$ cat src/rtl/rate_dec_pkg.sv
package rate_dec_pkg;

  typedef enum logic [1:0] {
    SPD_10   = 2'b00,
    SPD_100  = 2'b01,
    SPD_1000 = 2'b10,
    SPD_RSVD = 2'b11
  } speedCode_e;

  // Strobes from the sequencer to the capture path
  typedef struct packed {
    logic frameStart;
    logic samplePt;
  } decStrobe_t;

endpackage

$ cat src/rtl/rate_dec_ctl.sv
module rate_dec_ctl
  import rate_dec_pkg::*;
#(
  parameter int REP_MID = 10,
  parameter int REP_LOW = 100
) (
  input  logic       clk,
  input  logic       rst_n,
  input  logic [1:0] speedSel,
  input  logic       inValid,
  output decStrobe_t stb
);

  localparam int CNT_W = $clog2(REP_LOW + 1);
  localparam logic [CNT_W-1:0] LEN_MID  = CNT_W'(REP_MID);
  localparam logic [CNT_W-1:0] LEN_LOW  = CNT_W'(REP_LOW);
  localparam logic [CNT_W-1:0] LEN_FULL = CNT_W'(1);

  speedCode_e       activeSpeed;
  logic             prevValid;
  logic             inFrame;
  logic [CNT_W-1:0] cnt;
  logic [CNT_W-1:0] curCnt;
  logic [CNT_W-1:0] repLen;
  logic [CNT_W-1:0] midPt;
  logic             frameStart;
  logic             samplePt;
  logic             wrapNow;

  always_comb begin
    case (activeSpeed)
      SPD_100: repLen = LEN_MID;
      SPD_10:  repLen = LEN_LOW;
      default: repLen = LEN_FULL;
    endcase
    midPt      = repLen >> 1;
    frameStart = inValid & ~prevValid;
    curCnt     = frameStart ? '0 : cnt;
    wrapNow    = (curCnt >= repLen - CNT_W'(1));
    samplePt   = (frameStart | inFrame) & (curCnt == midPt);
  end

  always_ff @(posedge clk) begin
    if (!rst_n) begin
      activeSpeed <= SPD_1000;
      prevValid   <= 1'b0;
      inFrame     <= 1'b0;
      cnt         <= '0;
    end else begin
      prevValid <= inValid;
      if (!inValid && !inFrame) activeSpeed <= speedCode_e'(speedSel);
      cnt <= wrapNow ? '0 : curCnt + CNT_W'(1);
      if (samplePt && !inValid) inFrame <= 1'b0;
      else if (frameStart)      inFrame <= 1'b1;
    end
  end

  assign stb.frameStart = frameStart;
  assign stb.samplePt   = samplePt;

  // rate frozen during a frame and its tail
  a_r9_speed_frozen: assert property (@(posedge clk) disable iff (!rst_n)
    (inValid || inFrame) |=> $stable(activeSpeed));

  // below full rate, two sample points are never adjacent
  a_r1_spacing: assert property (@(posedge clk) disable iff (!rst_n)
    (samplePt && repLen != LEN_FULL) |=> !samplePt);

  // the counter restarts at the frame start
  a_r2_restart: assert property (@(posedge clk) disable iff (!rst_n)
    (frameStart && repLen != LEN_FULL) |=> (cnt == CNT_W'(1)));

endmodule

$ cat src/rtl/rate_dec_dp.sv
module rate_dec_dp
  import rate_dec_pkg::*;
#(
  parameter int DATA_W = 8
) (
  input  logic              clk,
  input  logic              rst_n,
  input  decStrobe_t        stb,
  input  logic              inValid,
  input  logic              inErr,
  input  logic [DATA_W-1:0] inData,
  output logic              sampleStb,
  output logic              outValid,
  output logic              outErr,
  output logic [DATA_W-1:0] outData
);

  always_ff @(posedge clk) begin
    if (!rst_n) begin
      sampleStb <= 1'b0;
      outValid  <= 1'b0;
      outErr    <= 1'b0;
      outData   <= '0;
    end else begin
      sampleStb <= stb.samplePt & inValid;
      if (stb.samplePt) outValid <= inValid;
      if (stb.samplePt && inValid) begin
        outData <= inData;
        outErr  <= inErr;
      end
    end
  end

  // a strobe only accompanies valid data
  a_r4_strobe_valid: assert property (@(posedge clk) disable iff (!rst_n)
    sampleStb |-> outValid);

  // byte and error hold between sample points
  a_r5_hold: assert property (@(posedge clk) disable iff (!rst_n)
    !stb.samplePt |=> ($stable(outData) && $stable(outErr)));

  // the closing sample carries no strobe
  a_r6_close_quiet: assert property (@(posedge clk) disable iff (!rst_n)
    $fell(outValid) |-> !sampleStb);

  // a frame start is always seen with valid high
  a_r2_start_valid: assert property (@(posedge clk) disable iff (!rst_n)
    stb.frameStart |-> inValid);

endmodule

$ cat src/rtl/rate_decimator.sv
module rate_decimator
  import rate_dec_pkg::*;
#(
  parameter int DATA_W  = 8,
  parameter int REP_MID = 10,
  parameter int REP_LOW = 100
) (
  input  logic              clk,
  input  logic              rst_n,
  input  logic [1:0]        speedSel,
  input  logic              inValid,
  input  logic              inErr,
  input  logic [DATA_W-1:0] inData,
  input  logic              txEnable,
  output logic              sampleStb,
  output logic              outValid,
  output logic              outErr,
  output logic [DATA_W-1:0] outData,
  output logic              crs,
  output logic              col
);

  decStrobe_t decStb;

  rate_dec_ctl #(.REP_MID(REP_MID), .REP_LOW(REP_LOW)) u_ctl (
    .clk      (clk),
    .rst_n    (rst_n),
    .speedSel (speedSel),
    .inValid  (inValid),
    .stb      (decStb)
  );

  rate_dec_dp #(.DATA_W(DATA_W)) u_dp (
    .clk       (clk),
    .rst_n     (rst_n),
    .stb       (decStb),
    .inValid   (inValid),
    .inErr     (inErr),
    .inData    (inData),
    .sampleStb (sampleStb),
    .outValid  (outValid),
    .outErr    (outErr),
    .outData   (outData)
  );

  // carrier and collision come from the undecimated valid
  assign crs = inValid;
  assign col = inValid & txEnable;

  // collision never without carrier
  a_r8_col_needs_crs: assert property (@(posedge clk) disable iff (!rst_n)
    col |-> crs);

endmodule

$ cat config.mk
export PLATFORM = sky130hd
export DESIGN_NAME = rate_decimator
export DESIGN_NICKNAME = d
export VERILOG_FILES = /design/src/rtl/rate_dec_pkg.sv /design/src/rtl/rate_dec_ctl.sv /design/src/rtl/rate_dec_dp.sv /design/src/rtl/rate_decimator.sv
export SDC_FILE = /design/constraint.sdc
export NUM_CORES = 1
export LEC_CHECK = 0
export BUFFER_PORTS_ARGS = -buffer_cell sky130_fd_sc_hd__buf_2
export CORE_ASPECT_RATIO = 1.75
export CORE_UTILIZATION = 47
export CTS_CLUSTER_SIZE = 25
export DETAILED_ROUTE_END_ITERATION = 10
export GPL_TIMING_DRIVEN = 0
export PLACE_DENSITY = 0.74
export SYNTH_ARGS = -nofsm -noshare
export SYNTH_HDL_FRONTEND = slang
export SYNTH_HIERARCHICAL = 1
export SYNTH_SLANG_ARGS = --single-unit
$ cat constraint.sdc
create_clock -name clk -period 2.17 [get_ports clk]
set_clock_uncertainty 0.2 [all_clocks]
set_input_delay 0.434 -clock clk [delete_from_list [all_inputs] [get_ports clk]]
set_output_delay 0.434 -clock clk [all_outputs]
set_load 0.02 [all_outputs]
==> summary.md <==
| Metric | Value |
|---|---|
| Final core occ | `64.5%` |
| Synthesis-to-finish area growth | `29.4%` |
| Layout cells sized above 1 | `36.6%` |
| Num CTS Buffers | `3` |
| Placed Cells | `191` |
| Vias per cell | `5.67` |
| Antenna cells | `0` |
| Syn Nets | `158` |
| Lkg Pwr | `0.636 nW` |
| Htree depth | `1` |
| Area post-placement | `1330 µm²` |
| # IOs | `28` |
| Fin. Hold Viols | `0` |
| Setup TNS | `0 ns` |
| Max-slew headroom | `82.0%` |
| Mapped Cells | `139` |
| Worst vdd ir | `0.000357 V` |
| Core Box Area | `2300 µm²` |
| Synth Cell Area | `1150 µm²` |
| Slowest cell on crit path | `dfxtp_2` |
| Arrival @ worst endpoint | `2.03 ns` |
| Final nets | `195` |
| Status | `finished, final reports clean` |
| # clock sinks | `22` |
| Initial antenna violation count | `0` |
| Root Buffer | `clkbuf_8` |
| P per Cell Area | `661 nW/µm²` |
| Cells along the critical path | `nand2b_4 > buf_8 > nand2_2 > ha_4 > inv_1 > a221oi_2 > o2111ai_2 > nand4_4 > nor2_1` |
| Met2 Wirelength | `1640 µm` |
| Minimum clock period after layout | `2.07 ns` |
| CTS Hold Buffers Added | `0` |
| Layout Cells excl Fill | `200` |
| Buffers on Ports | `27` |
| 1st-iter DRT viols | `39` |
| Mapped Avg Cell Area | `8.25 µm²` |
| Critical Path Max Stage Delay | `0.32 ns` |
| GRT Resource Usage Total | `23.9%` |
| DR WL met3 | `118 µm` |
| Die ar. | `2650 µm²` |
| Worst EP required | `2.13 ns` |
| Worst-Skew Late Latency | `0.26 ns` |
| Critical R2R Launch | `u_ctl/prevValid` |
| Total gr overflow | `0` |
| RePlAce Congestion | `0.892` |
| Maximum number of pins on one net before global-route repair | `13` |
| Met1 wire length | `1080 µm` |
| Worst Hold Class | `primary input to flop` |
| Final number of max-transition violations | `0` |
| Crit path kind | `flop to flop` |
| RSZ-0062 raised after global routing | `false` |
| Vias in the first global route | `1059` |
| Via count | `1134` |
| Final worst-path cycle share | `95.3%` |
| Crit path launch | `u_ctl/prevValid` |
| Post-DP HPWL | `2030 µm` |
| Fin area | `1490 µm²` |
| Rows | `23` |
| Max Clock Freq | `484 MHz` |
| DR pass1 iterations | `4` |
| CTS tree | `built` |
| DIE HEIGHT | `67.4 µm` |
| Filler cell count in the final layout | `211` |
| CP Launch Type | `flop` |
| DR WL/cell | `14.6 µm` |
| Detailed Route WL | `2920 µm` |
| Ys Warns | `6` |
| Global-route wire length before repair | `4530 µm` |
| # DRC | `0` |
| Routed Antenna Nets | `0` |
| Worst-path clk slew | `0.08 ns` |
| Hold Crit Start | `speedSel[0]` |
| CP Max Fanout | `6` |
| Starting Density | `49.8%` |
| Clock Tree Buf Depth | `2` |
| # Max-Cap Violations | `0` |
| Top layer in use | `met4` |
| Measured slew at the worst slew-check pin | `0.268 ns` |
| Final setup violation count | `0` |
| Die Width | `39.4 µm` |
| Worst Setup End Kind | `flop` |
-- what timing repair did --
item | 4_1_cts | 5_1_grt
cloned | 1 | 0
pin swaps | 1 | 6
setup endpoints to repair | 11 | 17
resized for setup | 7 | 10
buffers inserted | 2 | 3
-- power breakdown --
part / total (mW) / switching [mW] / internal, mW / leakage (nW)
clock: 0.295 / 0.133 / 0.162 / 0.0288
combinational: 0.237 / 0.132 / 0.105 / 0.427
sequential: 0.449 / 0.0216 / 0.427 / 0.180
total: 0.981 / 0.287 / 0.694 / 0.636
-- state kept, by name, indices dropped and copies added, names as in the netlist --
name and cells:
u_ctl/activeSpeed 2, u_ctl/cnt 7, u_ctl/inFrame 1, u_ctl/prevValid 1
u_dp/outData 8, u_dp/outErr 1, u_dp/outValid 1, u_dp/sampleStb 1
-- path summary, 6_finish.rpt --
check | to | slack (ns) | cells past startpoint
max | u_ctl/cnt[1] | 0.10 | 9
min | u_ctl/activeSpeed[0] | 0.21 | 3
max reg2reg | u_ctl/cnt[1] | 0.10 | 9
min reg2reg | u_dp/outData[7] | 0.25 | 2
-- layer usage --
metal	GRT usage [%]	vias up
met5	0	-
met4	11.2	0
met3	2.63	10
met2	44.8	44
met1	24.6	531
li1	-	549
-- critical path: cells and delay by family, from the launching register on --
kind            cells  cell delay, ns
compound gates      2            0.54
simple gates        4            0.43
flops               1            0.32
fa+ha+maj           1            0.27
buf+inv             2            0.18
-- layout make-up --
type | instances | area, µm² | share of cell area [%]
Multi-Input combinational cell | 100 | 678 | 45.7
Tap cell | 25 | 31.3 | 2.11
Sequential cell | 22 | 443 | 29.8
Timing Repair Buffer | 33 | 191 | 12.9
Buffer | 8 | 53.8 | 3.62
Clock buffer | 4 | 55.1 | 3.71
Inverter | 8 | 32.5 | 2.19
-- through the flow --
| stage | hold WS (ns) | total power, mW | setup slack [ns] |
|---|---|---|---|
| 2_1_floorplan | 0.287 | 0.594 | 0.0324 |
| 3_3_place_gp | 0.233 | 0.647 | -0.292 |
| 3_5_place_dp | 0.243 | 0.654 | -0.292 |
| 4_1_cts | 0.209 | 0.965 | 0.00350 |
| 5_1_grt | 0.211 | 1.03 | 0.0165 |
| 6_report | 0.215 | 0.981 | 0.102 |
-- cell usage in the layout (no fill, tap or decap), types with 5 or more instances in the layout --
cell type	n
nand3_1	5
nand4_1	10
nor2_1	13
buf_4	7
o21ai_0	6
inv_1	6
dfxtp_1	20
o21ai_1	11
nand2_1	13
buf_2	31
(Power assumes the default switching activity.)
